[config.mk]
export PLATFORM = sky130hd
export DESIGN_NAME = gpio_irq_bank
export DESIGN_NICKNAME = d
export VERILOG_FILES = /design/src/rtl/gpio_bank_pkg.sv /design/src/rtl/gpio_in_sync.sv /design/src/rtl/gpio_evt_detect.sv /design/src/rtl/gpio_alias_reg.sv /design/src/rtl/gpio_irq_bank.sv
export SDC_FILE = /design/constraint.sdc
export NUM_CORES = 1
export LEC_CHECK = 0
export BUFFER_PORTS_ARGS = -buffer_cell sky130_fd_sc_hd__buf_2
export CELL_PAD_IN_SITES_DETAIL_PLACEMENT = 1
export CELL_PAD_IN_SITES_GLOBAL_PLACEMENT = 2
export CORE_MARGIN = 2
export CORE_UTILIZATION = 40
export DETAILED_ROUTE_END_ITERATION = 6
export PLACE_DENSITY_LB_ADDON = 0.1
export SLEW_MARGIN = 10
export SYNTH_ARGS = -nofsm -noshare
export SYNTH_HDL_FRONTEND = slang
export SYNTH_SLANG_ARGS = --single-unit
export TNS_END_PERCENT = 30
[constraint.sdc]
create_clock -name clk -period 3.5 [get_ports clk]
set_input_delay 0.175 -clock clk [delete_from_list [all_inputs] [get_ports clk]]
set_output_delay 0.175 -clock clk [all_outputs]
set_load 0.05 [all_outputs]
[src/rtl/gpio_bank_pkg.sv]
package gpio_bank_pkg;
  typedef enum logic [1:0] {
    OP_WRITE = 2'd0,
    OP_SET   = 2'd1,
    OP_CLEAR = 2'd2,
    OP_NONE  = 2'd3
  } alias_op_e;

  localparam int unsigned RIDX_DOUT  = 0;
  localparam int unsigned RIDX_OE    = 1;
  localparam int unsigned RIDX_DIN   = 2;
  localparam int unsigned RIDX_ROUTE = 3;
  localparam int unsigned RIDX_IEN   = 4;
  localparam int unsigned RIDX_LVL   = 5;
  localparam int unsigned RIDX_POL   = 6;
  localparam int unsigned RIDX_STAT  = 7;
  localparam int unsigned NUM_SLOTS  = 8;
  localparam int unsigned SLOT_BITS  = $clog2(NUM_SLOTS);
endpackage

[src/rtl/gpio_in_sync.sv]
module gpio_in_sync #(
  parameter int unsigned W = 32
) (
  input  logic         clk,
  input  logic         rst,
  input  logic [W-1:0] raw,
  output logic [W-1:0] cur,
  output logic [W-1:0] prev
);
  logic [W-1:0] meta;

  always_ff @(posedge clk) begin
    if (rst) begin
      meta <= '0;
      cur  <= '0;
      prev <= '0;
    end else begin
      meta <= raw;
      cur  <= meta;
      prev <= cur;
    end
  end
endmodule

[src/rtl/gpio_evt_detect.sv]
module gpio_evt_detect #(
  parameter int unsigned W = 32
) (
  input  logic [W-1:0] cur,
  input  logic [W-1:0] prev,
  input  logic [W-1:0] lvl,
  input  logic [W-1:0] pol,
  input  logic [W-1:0] route,
  output logic [W-1:0] evt
);
  for (genvar i = 0; i < W; i++) begin : g_pin
    logic hit;
    always_comb begin
      case ({pol[i], lvl[i]})
        2'b00:   hit = prev[i] & ~cur[i];  // falling edge
        2'b01:   hit = ~cur[i];            // low level
        2'b10:   hit = cur[i] & ~prev[i];  // rising edge
        default: hit = cur[i];             // high level
      endcase
    end
    assign evt[i] = hit & route[i];
  end
endmodule

[src/rtl/gpio_alias_reg.sv]
module gpio_alias_reg
  import gpio_bank_pkg::*;
#(
  parameter int unsigned W = 32
) (
  input  logic         clk,
  input  logic         rst,
  input  logic         wr_sel,
  input  alias_op_e    op,
  input  logic [W-1:0] wdata,
  input  logic [W-1:0] hw_set,
  output logic [W-1:0] q
);
  logic [W-1:0] nxt;

  always_comb begin
    nxt = q;
    if (wr_sel) begin
      case (op)
        OP_WRITE: nxt = wdata;
        OP_SET:   nxt = q | wdata;
        OP_CLEAR: nxt = q & ~wdata;
        default:  nxt = q;
      endcase
    end
    nxt = nxt | hw_set;
  end

  always_ff @(posedge clk) begin
    if (rst) q <= '0;
    else     q <= nxt;
  end


  set_alias_chk: assert property (@(posedge clk) disable iff (rst)
    (wr_sel && op == OP_SET) |=> ((q & $past(wdata)) == $past(wdata)));


  clear_alias_chk: assert property (@(posedge clk) disable iff (rst)
    (wr_sel && op == OP_CLEAR && hw_set == '0) |=> ((q & $past(wdata)) == '0));
endmodule

[src/rtl/gpio_irq_bank.sv]
module gpio_irq_bank
  import gpio_bank_pkg::*;
#(
  parameter int unsigned NPINS = 32
) (
  input  logic             clk,
  input  logic             rst,
  input  logic             bus_wr,
  input  logic             bus_rd,
  input  logic [7:0]       bus_addr,
  input  logic [NPINS-1:0] bus_wdata,
  output logic [NPINS-1:0] bus_rdata,
  output logic             bus_rvalid,
  input  logic [NPINS-1:0] pin_in,
  output logic [NPINS-1:0] pin_out,
  output logic [NPINS-1:0] pin_oe,
  output logic             irq
);
  logic [SLOT_BITS-1:0] ridx;
  alias_op_e            op;
  logic                 in_range;
  logic [NPINS-1:0]     regq [NUM_SLOTS];
  logic [NPINS-1:0]     s_cur, s_prev, evt;
  logic                 stat_wr;

  assign ridx     = bus_addr[4+SLOT_BITS-1:4];
  assign op       = alias_op_e'(bus_addr[3:2]);
  assign in_range = ~bus_addr[7];
  assign stat_wr  = bus_wr & in_range & (ridx == SLOT_BITS'(RIDX_STAT));

  gpio_in_sync #(.W(NPINS)) u_sync (
    .clk(clk), .rst(rst), .raw(pin_in), .cur(s_cur), .prev(s_prev)
  );

  gpio_evt_detect #(.W(NPINS)) u_det (
    .cur(s_cur), .prev(s_prev),
    .lvl(regq[RIDX_LVL]), .pol(regq[RIDX_POL]), .route(regq[RIDX_ROUTE]),
    .evt(evt)
  );

  for (genvar k = 0; k < NUM_SLOTS; k++) begin : g_slot
    if (k == RIDX_DIN) begin : g_din
      assign regq[k] = s_cur;
    end else begin : g_reg
      logic [NPINS-1:0] hw;
      logic             sel;
      assign hw  = (k == RIDX_STAT) ? evt : '0;
      assign sel = bus_wr & in_range & (ridx == SLOT_BITS'(k));
      gpio_alias_reg #(.W(NPINS)) u_reg (
        .clk(clk), .rst(rst), .wr_sel(sel), .op(op),
        .wdata(bus_wdata), .hw_set(hw), .q(regq[k])
      );
    end
  end

  assign pin_out = regq[RIDX_DOUT];
  assign pin_oe  = regq[RIDX_OE];

  always_ff @(posedge clk) begin
    if (rst) begin
      bus_rdata  <= '0;
      bus_rvalid <= 1'b0;
      irq        <= 1'b0;
    end else begin
      bus_rvalid <= bus_rd;
      if (bus_rd) bus_rdata <= in_range ? regq[ridx] : '0;
      irq <= |(regq[RIDX_STAT] & regq[RIDX_IEN]);
    end
  end


  irq_or_chk: assert property (@(posedge clk) disable iff (rst)
    1'b1 |=> (irq == |($past(regq[RIDX_STAT]) & $past(regq[RIDX_IEN]))));


  sticky_chk: assert property (@(posedge clk) disable iff (rst)
    1'b1 |=> ($past(stat_wr) || ((~regq[RIDX_STAT] & $past(regq[RIDX_STAT])) == '0)));


  route_chk: assert property (@(posedge clk) disable iff (rst)
    1'b1 |=> ($past(stat_wr) ||
      ((regq[RIDX_STAT] & ~$past(regq[RIDX_STAT]) & ~$past(regq[RIDX_ROUTE])) == '0)));


  set_wins_chk: assert property (@(posedge clk) disable iff (rst)
    1'b1 |=> (($past(evt) & ~regq[RIDX_STAT]) == '0));
endmodule

==> key figures, run 1 <==
Timing
  – Worst slew pin tran: between 1 and 1.5 ns
  – Fin crit share: between 50 and 60%
  – RSZ-0062 raised after global routing: no
  – Setup Viol. Count Final: 0
  – Crit path time final: roughly 2 ns
  – Max-slew headroom: between 20 and 30%
  – Slew Limit Fails: 0
  – Fmax: 499 MHz
  – Final Skew: roughly 0.017 ns
  – Hold Vio Cnt, Final: 0
  – Setup TNS: 0 ns

Detailed routing
  – Total via count in the routed design: around 13,000
  – Pre-antenna DRT Iters: 5
  – Final wirelength: 54,900 µm
  – Iter 0 DRT Violations: 884
  – Wirelength per Cell: 23.8 µm
  – Detail Route Antenna Nets: 0
  – Residual DRC: 0
  – Via/cell ratio: roughly 5.7

Global routing
  – Initial antenna violation count: 0
  – Number of global-route vias before repair: around 14,000
  – Largest net degree at the start of global routing: between 200 and 250
  – First-pass GRT wire length: 84,400 µm
  – All-Layer GR Usage: 26.6%
  – Congestion Overflow GR: 0

Hold path
  – Hold Crit Depth: 3
  – Worst hold path startpoint: bus_addr[6]
  – Worst Hold Path EP: bus_rdata[28]$_SDFFE_PP0P_
  – Hold crit path type: in -> reg

Worst setup path
  – Setup crit start: bus_addr[2]
  – Worst R2R Path Depth: 4
  – CP arrival: 2.42 ns
  – R2r startpoint: g_slot[7].g_reg.u_reg.q[25]$_SDFF_PP0_
  – FF-to-FF End: irq$_SDFF_PP0_
  – R2R Setup Slk: ~2.1 ns
  – Critical Path Start Type: primary input
  – CP endpoint kind: flop
  – Crit Path Max Fanout: 16
  – WS Path Type: in -> reg
  – Critical Path RT: between 3 and 4 ns

Yosys
  – Synth top area cells: dfxtp_1 (45%), mux4_2 (9.1%), a21oi_1 (9.0%)
  – Syn Area/Cell: ~9.6 µm²
  – Post-Synthesis Cells: 1,657
  – Seq/Total Area, Yosys: 44.5%
  – Syn. warnings: 0
  – Number of flops mapped to enable cells by yosys: 0
  – Post-synth ARST share: 0%
  – Yosys cell types: 41
  – Yosys reg bits: 354
  – Yosys top cell area share: between 40% and 50%
  – Main synth FF type: dfxtp_1
  – Synthesized area: 15,900 µm²
  – Syn Nets: about 1,700
  – Area leader, netlist: dfxtp_1

Placement
  – Hpwl dp: around 34,000 µm
  – PortBufs: between 150 and 200
  – Final Wtd Congestion: about 0.80

Clock tree
  – Clock Sinks: between 300 and 400
  – Max clock buf depth: 3
  – Clk Latency, worst-skew pair: about 0.57 ns
  – CTS tree: built
  – Reg clk slew, reported paths: 0.05 ns
  – Total CTS buffers: 41
  – # H-tree levels: 2
  – Root Driver: clkbuf_16
  – Setup Fix Bufs, Post-CTS: 0

Power
  – Combinational share of power: between 8 and 9%
  – Pint: 6.93 mW
  – Sequential power share: between 40 and 50%
  – Leak Pwr: slightly below 7 nW
  – Pwr dens: ~490 nW/µm²
  – Final Power: 9.27 mW
  – VDD IR max: around 0.28 mV
  – Clock power frac: a little under half
  – Net switching power: 2.33 mW
  – Sw frac: between 20% and 30%

Layout
  – Final Core Density: between 40% and 50%
  – Most frequent cells in the layout: dfxtp_1 (354), a21oi_1 (285), buf_2 (168)
  – Ant. Diodes: 0
  – Proportion of layout cells with a drive suffix above 1: 19.2%
  – Layout net count: around 1,800
  – Area growth syn-to-layout: 17.7%
  – Commonest non-fill, non-tap cell in the layout: dfxtp_1

Die
  – Die Wd: a little over 200 µm
  – Chip Height: 204 µm
  – Cell Rows: between 70 and 80
  – Initial core utilization: about 40%
  – I/O Pins: between 150 and 200
  – CORE AREA: 39,500 µm²
  – Die Footprint: 41,400 µm²

Status
  – Outcome: complete, no violations

Run
  – Maxcap violations: 0
[power groups by stage]
| stage | Combinational [mW] | Sequential, mW | Clock (mW) |
|---|---|---|---|
| 3_3_place_gp | 0.746 | 4.24 | 0 |
| 2_1_floorplan | 0.501 | 4.23 | 0 |
| 4_1_cts | 0.820 | 4.16 | 4.39 |
| 6_report | 0.822 | 4.16 | 4.29 |
| 5_1_grt | 0.885 | 4.16 | 4.55 |
| 3_5_place_dp | 0.754 | 4.24 | 0 |
[routing by layer]
layer / up-vias / GRT usage (%) / part of all wire, %
met5: - / 0 / 0
met4: 0 / 7.66 / 2.1
met3: 74 / 3.37 / 4.0
met2: 301 / 43.4 / 47
met1: 6620 / 36.9 / 47
li1: 6160 / - / -
[cell usage after synthesis (2+ instances only)]
cell type and count:
dfxtp_1 354, a21oi_1 285, nor2b_1 132, a211oi_1 128, clkbuf_1 117, nand2_1 98, o21ai_0 96, buf_4 70
mux4_2 64, a31oi_1 32, mux2i_1 32, o211ai_1 32, o21a_1 32, xnor2_1 32, xor2_1 32, a21o_1 30
buf_2 28, a22oi_1 16, buf_1 10, ha_1 5, nand4_1 5, nor2_1 4, inv_1 3, nor4_1 2
nor4bb_1 2
[stage by stage]
| stage | setup WS, ns | hold slack (ns) | instances | area, µm² |
|---|---|---|---|---|
| 2_1_floorplan | 1.72 | 0.303 | 1657 | 15900 |
| 3_3_place_gp | 0.954 | 0.382 | 2164 | 16700 |
| 3_5_place_dp | 0.972 | 0.391 | 2164 | 16700 |
| 4_1_cts | 1.56 | 0.224 | 2309 | 18700 |
| 5_1_grt | 1.30 | 0.241 | 2309 | 18700 |
| 6_report | 1.49 | 0.261 | 2309 | 18700 |
[cell type report]
cell class	instances	area (µm²)
fillers	4400	20800
clock buffers	66	1260
clock inverters	7	63.8
flip-flops and latches	354	7090
well taps	525	657
multi-input cells	1074	7730
inverters	3	11.3
repair buffers	280	1930
[cell families after synthesis]
| family | count (synthesis) | synth area share [%] |
|---|---|---|
| AND/OR/NAND/NOR | 256 | 8.68 |
| multiplexers | 96 | 11.1 |
| XOR/XNOR | 64 | 3.52 |
| buffers and inverters | 229 | 7.28 |
| flip-flops | 354 | 44.5 |
| AO/OA/AOI/OAI | 653 | 24.6 |
| adder cells (fa/ha/maj) | 5 | 0.393 |
[critical path: stages]
cell and delay (ns):
buf_2 0.14, ha_1 0.23, nor3_1 0.42, nand3b_1 0.50, buf_4 0.41, buf_4 0.23
o21ai_0 0.20, a21oi_1 0.09
[state kept, by name, indices dropped and copies added (netlist names)]
name and cells:
irq 1, bus_rdata 32, g_slot.g_reg.u_reg.q 224, u_sync.meta 32, bus_rvalid 1, u_sync.prev 32, u_sync.cur 32
[what timing repair did]
action	in CTS	in global routing
endpoints found under the hold margin	152	0
hold buffers	72	0
resized for setup	0	0
[worst max-delay path by stage]
stage / endpoint / slack (ns) / cells past startpoint
2_1_floorplan: g_slot[7].g_reg.u_reg.q[0]$_SDFF_PP0_ / 1.72 / 8
3_3_place_gp: g_slot[0].g_reg.u_reg.q[29]$_SDFFE_PP0P_ / 0.95 / 8
3_5_place_dp: g_slot[0].g_reg.u_reg.q[27]$_SDFFE_PP0P_ / 0.97 / 8
4_1_cts: g_slot[0].g_reg.u_reg.q[27]$_SDFFE_PP0P_ / 1.56 / 8
5_1_grt: g_slot[0].g_reg.u_reg.q[23]$_SDFFE_PP0P_ / 1.30 / 8
6_report: g_slot[0].g_reg.u_reg.q[27]$_SDFFE_PP0P_ / 1.49 / 8
Power figures use the tool's default switching activity.
==> run 2, diff against run 1 <==
CORE_UTILIZATION = 37   (was 40)
clock period = 1.9 ns   (was 3.5 ns; I/O delays follow)
==> run 2 against run 1 <==
- clock power rose by 96%
- global-route usage fell by 1.3 points
- die area rose by 7.9%
- critical endpoint is now irq$_SDFF_PP0_
- first-iteration DRC count fell by 17%
- sequential power rose by 84%
- clock-buffer cell count fell by 1
==> key figures, run 2 (same netlist as run 1, synthesis figures left out) <==
Worst setup path
  – Worst R2R Path Depth: 4 (unchanged)
  – Max incr delay on CP: 0.36 ns (-0.14 ns)
  – Cell Chain, Critical Path: a22oi_1 > nand4_1 > nor4_1 > nor2_1
  – WS Path Type: reg -> reg
  – Setup crit start: g_slot[7].g_reg.u_reg.q[28]$_SDFF_PP0_
  – Crit Path Max Fanout: 3 (-13)
  – Critical Path Start Type: flop
  – CP endpoint kind: flop
  – Critical Path RT: 2.30 ns (-1.61 ns)
  – R2r startpoint: g_slot[7].g_reg.u_reg.q[28]$_SDFF_PP0_
  – CP arrival: 1.85 ns (-0.57 ns)
  – Slowest cell on the critical path: dfxtp_1
  – FF-to-FF End: irq$_SDFF_PP0_
  – Crit path to: irq$_SDFF_PP0_
  – R2R Setup Slk: 0.45 ns (-1.64 ns)

Layout
  – Non-filler cells, final: 2,361 (+2.3%)
  – Proportion of layout cells with a drive suffix above 1: 21.3% (+2.1 points)
  – Most flop-heavy register: g_slot.g_reg.u_reg.q
  – Fillers: 4,751 (+8.0%)
  – Layout net count: 1,866 (+1.7%)
  – Area growth syn-to-layout: 21.6%
  – Commonest non-fill, non-tap cell in the layout: dfxtp_1
  – Most frequent cells in the layout: dfxtp_1 (354), a21oi_1 (285), buf_2 (168)
  – Max FFs per register: 224 (unchanged)
  – Post-layout instance area: 19,400 µm² (+3.3%)

Timing
  – Slew Limit Fails: 0 (unchanged)
  – Hold slack: 0.146 ns (-0.116 ns)
  – Crit path time final: 1.45 ns
  – Fmax: 688 MHz
  – Final Skew: 0.0161 ns (-0.000490 ns)
  – RSZ-0062 raised after global routing: no
  – Fin crit share: about three quarters
  – Worst slew pin tran: 0.959 ns (-0.106 ns)
  – Setup Viol. Count Final: 0 (unchanged)
  – Hold Vio Cnt, Final: 0 (unchanged)
  – Max-slew headroom: 36.1% (+7.2 points)

Clock tree
  – CTS resizes: 0 (unchanged)
  – Clock Sinks: 354 (unchanged)
  – Max clock buf depth: 3 (unchanged)
  – Clk Latency, worst-skew pair: 0.57 ns (about the same)
  – Root Driver: clkbuf_16
  – Reg clk slew, reported paths: 0.06 ns (about the same)
  – Total CTS buffers: 42 (+2.4%)
  – Setup Fix Bufs, Post-CTS: 0 (unchanged)
  – # H-tree levels: 2 (unchanged)
  – CTS tree: built

Detailed routing
  – Final wirelength: 56,600 µm (+3.1%)
  – Residual DRC: 0 (unchanged)
  – Detail Route Antenna Nets: 0 (unchanged)
  – Pre-antenna DRT Iters: 5 (unchanged)
  – Wirelength per Cell: 24.0 µm (+0.82%)
  – Total via count in the routed design: 13,326 (+1.3%)
  – Via/cell ratio: 5.64 (-0.93%)
  – Iter 0 DRT Violations: 733 (-17%)

Run
  – Maxcap violations: 0 (unchanged)

Die
  – Cell Rows: 76 (+4.1%)
  – CORE AREA: 42,800 µm² (+8.2%)
  – Die Footprint: 44,700 µm² (+7.9%)
  – I/O Pins: 174 (unchanged)
  – Initial core utilization: 37.2% (-3.0 points)
  – Die Wd: 211 µm (+3.9%)
  – Chip Height: 211 µm (+3.9%)

Global routing
  – Congestion Overflow GR: 0 (unchanged)
  – Number of global-route vias before repair: 13,735 (+1.2%)
  – Initial antenna violation count: 2 (+2)
  – All-Layer GR Usage: 25.3% (-1.3 points)
  – Largest net degree at the start of global routing: 185 (-12%)
  – First-pass GRT wire length: 85,700 µm (+1.5%)

Status
  – Outcome: complete, no violations

Power
  – Leak Pwr: 7.12 nW (+4.3%)
  – Pwr dens: 913 nW/µm² (+85%)
  – VDD IR max: 0.526 mV (+86%)
  – Final Power: 17.7 mW (+91%)

Placement
  – Dpl cells: 2,221 (+2.6%)
  – PortBufs: 171 (unchanged)
  – Placed Area: 17,300 µm² (+3.3%)
  – Hpwl dp: 36,500 µm (+6.5%)
  – Final Wtd Congestion: 0.814 (+2.3%)

Hold path
  – Hold crit path type: in -> reg
-- run 2: cell types whose count changed in the layout (fill, tap and decap cells not counted), sizes merged --
cell / change
clkbuf: -1
clkinv: +1
dlygate4sd3: -6
inv: -1
buf: +36
diode: +1
bufinv: +1
-- run 2: worst min-delay path by stage --
stage                     start                                     end  cells after the start
finish              bus_addr[7]  g_slot[7].g_reg.u_reg.q[31]$_SDFF_PP0_                      5
global route        bus_addr[7]  g_slot[7].g_reg.u_reg.q[31]$_SDFF_PP0_                      5
CTS                 bus_addr[7]  g_slot[7].g_reg.u_reg.q[31]$_SDFF_PP0_                      5
detailed placement    pin_in[4]               u_sync.meta[4]$_SDFF_PP0_                      2
global placement     pin_in[16]              u_sync.meta[16]$_SDFF_PP0_                      2
floorplan             pin_in[0]               u_sync.meta[0]$_SDFF_PP0_                      1
-- run 2: cell type report --
class / instances / area (µm²) / area share [%]
clock inverter: 8 / 90.1 / 0.465
clock buffer: 65 / 1360 / 7.03
multi-input combinational: 1074 / 7730 / 39.9
antenna: 1 / 2.50 / 0.0129
timing repair buffer: 310 / 2400 / 12.4
inverter: 3 / 11.3 / 0.0581
sequential: 354 / 7090 / 36.6
tap: 546 / 683 / 3.53
-- run 2: timing repair --
action	CTS	global route
hold endpoints to repair	226	0
hold buffers	66	0
endpoints found under the setup margin	0	0
-- run 2: critical path, delay by kind of cell, from the launching register on --
kind / cells / cell delay, ns
AO/OA/AOI/OAI: 1 / 0.32
flip-flops: 1 / 0.36
AND/OR/NAND/NOR: 3 / 0.61
-- run 2: metrics by stage --
stage,TNS (ns),util [%],setup WS (ns)
floorplan,0,-,0.203
global placement,-0.914,40.3,-0.0442
detailed placement,-2.44,40.3,-0.105
CTS,0,45.3,0.428
global route,0,45.3,0.297
finish,0,45.3,0.445
-- run 2: report_power, final --
group          total [mW]  switching [mW]  internal (mW)
combinational        1.62           0.999          0.623
sequential           7.66           0.101           7.56
clock                8.41            3.24           5.16
-- run 2: routing by layer --
layer	track usage, %	routed length [µm]
met5	0	0
met1	35.4	26700
met4	7.21	1070
met2	40.2	25900
met3	4.27	2820
==> run 3, diff against run 2 <==
CORE_UTILIZATION = 34   (was 37)
clock period = 1.2 ns   (was 1.9 ns; I/O delays follow)
==> run 3 against run 2 <==
- the run now ends with setup timing left
- largest cell class unchanged
- non-clock buffer count rose by 294
- combinational power rose by 100%
- sequential power rose by 58%
- power rose by 72%
- critical path type unchanged
- global-route usage rose by 0.55 points
- routed wire length rose by 11%
- first-iteration DRC count rose by 13%
- via count rose by 9.0%
==> key figures, run 3 (same netlist as run 1, synthesis figures left out) <==
Timing
  – Fmax: 740 MHz (+7.7%)
  – Hold slack: 0.195 ns (+0.0492 ns)
  – Final setup margin: -0.151 ns (-0.596 ns)
  – Max-slew headroom: 62.8% (+27 points)
  – Crit path time final: 1.35 ns (-0.104 ns)
  – Final Skew: 0.0146 ns (-0.00151 ns)
  – Setup Viol. Count Final: 62 (+62)
  – Worst slew pin tran: 0.559 ns (-0.400 ns)
  – RSZ-0062 raised after global routing: yes
  – Hold Vio Cnt, Final: 0 (unchanged)
  – Fin crit share: 113% (+36 points)
  – Slew Limit Fails: 0 (unchanged)

Worst setup path
  – Critical Path Start Type: flop
  – WS Path Type: reg -> reg
  – CP endpoint kind: flop
  – Critical Path RT: 1.64 ns (-0.66 ns)
  – Crit Path Max Fanout: 3 (unchanged)
  – CP arrival: 1.79 ns (-0.06 ns)

Layout
  – Fillers: 4,986 (+4.9%)
  – Ant. Diodes: 0 (-1)
  – Most frequent cells in the layout: buf_4 (292), a21oi_1 (273), dfxtp_1 (231)
  – Multi-input gate area: 7970 µm² (+3.2%)
  – Seq. cell area: 7270 µm² (+2.5%)
  – Max FFs per register: 224 (unchanged)
  – Layout net count: 2,161 (+16%)
  – Most flop-heavy register: g_slot.g_reg.u_reg.q
  – Final Core Density: 50.5% (+5.3 points)
  – Area growth syn-to-layout: 47.1%
  – Commonest non-fill, non-tap cell in the layout: buf_4
  – Proportion of layout cells with a drive suffix above 1: 40.4% (+19 points)

Clock tree
  – CTS tree: built
  – Total CTS buffers: 43 (+2.4%)
  – Reg clk slew, reported paths: 0.06 ns (about the same)
  – Max clock buf depth: 3 (unchanged)
  – # H-tree levels: 2 (unchanged)
  – Root Driver: clkbuf_16
  – Clock Sinks: 354 (unchanged)
  – Clk Latency, worst-skew pair: 0.58 ns (about the same)

Detailed routing
  – Detail Route Antenna Nets: 0 (unchanged)
  – Final wirelength: 62,900 µm (+11%)
  – Residual DRC: 0 (unchanged)
  – Total via count in the routed design: 14,531 (+9.0%)
  – Via/cell ratio: 5.34 (-5.4%)
  – Iter 0 DRT Violations: 831 (+13%)
  – Pre-antenna DRT Iters: 5 (unchanged)
  – Wirelength per Cell: 23.1 µm (-3.6%)

Power
  – Leak Pwr: 9.03 nW (+27%)
  – Final Power: 30.3 mW (+72%)
  – Clock power frac: 49.4% (+1.9 points)
  – Sequential power share: 39.8% (-3.5 points)
  – Combinational share of power: 10.8% (+1.6 points)
  – VDD IR max: 1.37 mV (+160%)
  – Net switching power: 7.47 mW (+72%)
  – Pint: 22.9 mW (+71%)
  – Pwr dens: 1300 nW/µm² (+42%)
  – Sw frac: 24.6% (+0.047 points)

Global routing
  – All-Layer GR Usage: 25.8% (+0.55 points)
  – Largest net degree at the start of global routing: 99 (-46%)
  – Met3 Use GR: 3.53% (-0.74 points)
  – First-pass GRT wire length: 94,900 µm (+11%)
  – GRT met2 Usage: 41.9% (+1.8 points)
  – Met1 GRT Util: 35.7% (+0.33 points)
  – Initial antenna violation count: 3 (+1)
  – Number of global-route vias before repair: 15,419 (+12%)
  – GRT busiest layer: met2
  – Congestion Overflow GR: 0 (unchanged)

Status
  – Outcome: complete, but fails checks
  – Failing checks: setup timing

Die
  – Die Footprint: 48,600 µm² (+8.6%)
  – Die Wd: 220 µm (+4.2%)
  – Initial core utilization: 34.3% (-2.9 points)
  – Cell Rows: 79 (+3.9%)
  – Chip Height: 220 µm (+4.2%)
  – I/O Pins: 174 (unchanged)
  – CORE AREA: 46,400 µm² (+8.3%)

Hold path
  – Hold crit path type: in -> reg

Run
  – Maxcap violations: 0 (unchanged)

Placement
  – Final Wtd Congestion: 0.864 (+6.1%)
  – Hpwl dp: 42,800 µm (+17%)
  – PortBufs: 171 (unchanged)
## run 3: layer usage
layer	wire length, µm	up-vias	share of wire (%)
met5	0	-	0
met4	1550	0	2.5
met3	2580	94	4.1
met2	29400	317	47
met1	29300	7282	47
li1	-	6838	-
## run 3: final timing paths
check                                                            start  slack (ns)  cells after the start                         to
worst min register to register              u_sync.meta[29]$_SDFF_PP0_        0.44                      1  u_sync.cur[29]$_SDFF_PP0_
worst max register to register  g_slot[7].g_reg.u_reg.q[17]$_SDFF_PP0_       -0.15                      4             irq$_SDFF_PP0_
worst min-delay path                                       bus_addr[6]        0.19                      5  bus_rdata[4]$_SDFFE_PP0P_
worst max-delay path            g_slot[7].g_reg.u_reg.q[17]$_SDFF_PP0_       -0.15                      4             irq$_SDFF_PP0_
## run 3: cell type report
class,count,area share [%]
Timing Repair Buffer,604,24.6
Tap cell,607,3.24
Clock buffer,52,5.09
Clock inverter,27,1.86
Sequential cell,354,31.0
Inverter,3,0.102
Multi-Input combinational cell,1074,34.0
## run 3: what timing repair did
| action | 4_1_cts | 5_1_grt |
|---|---|---|
| hold buffers | 70 | 0 |
| hold endpoints to repair | 237 | 0 |
| setup buffers | 14 | 3 |
| pin swaps | 5 | 19 |
| cloned | 0 | 3 |
| setup endpoints to repair | 172 | 190 |
| resized for setup | 409 | 85 |
## run 3: power groups by stage
stage	clock (mW)	combinational, mW	sequential [mW]
after floorplan	0	1.49	12.3
final	15.0	3.27	12.1
after detailed placement	0	2.97	12.4
after global placement	0	2.94	12.3
after CTS	15.3	3.23	12.1
after global routing	15.8	3.50	12.1
## run 3: critical path: stages (launching register included)
cell and delay (ns):
dfxtp_2 0.34, a22oi_1 0.19, nand4_1 0.21, nor4_2 0.37, nor2_2 0.10
## run 3: metrics by stage
| step | std cells | worst slack (ns) | instance area, µm² | setup TNS [ns] |
|---|---|---|---|---|
| after floorplan | 1657 | -0.213 | 16100 | -39.36 |
| after global placement | 2566 | -0.620 | 19700 | -126.59 |
| after detailed placement | 2566 | -0.696 | 19700 | -134.78 |
| after CTS | 2715 | -0.181 | 23100 | -2.86 |
| after global routing | 2721 | -0.204 | 23400 | -3.89 |
| final | 2721 | -0.151 | 23400 | -1.43 |
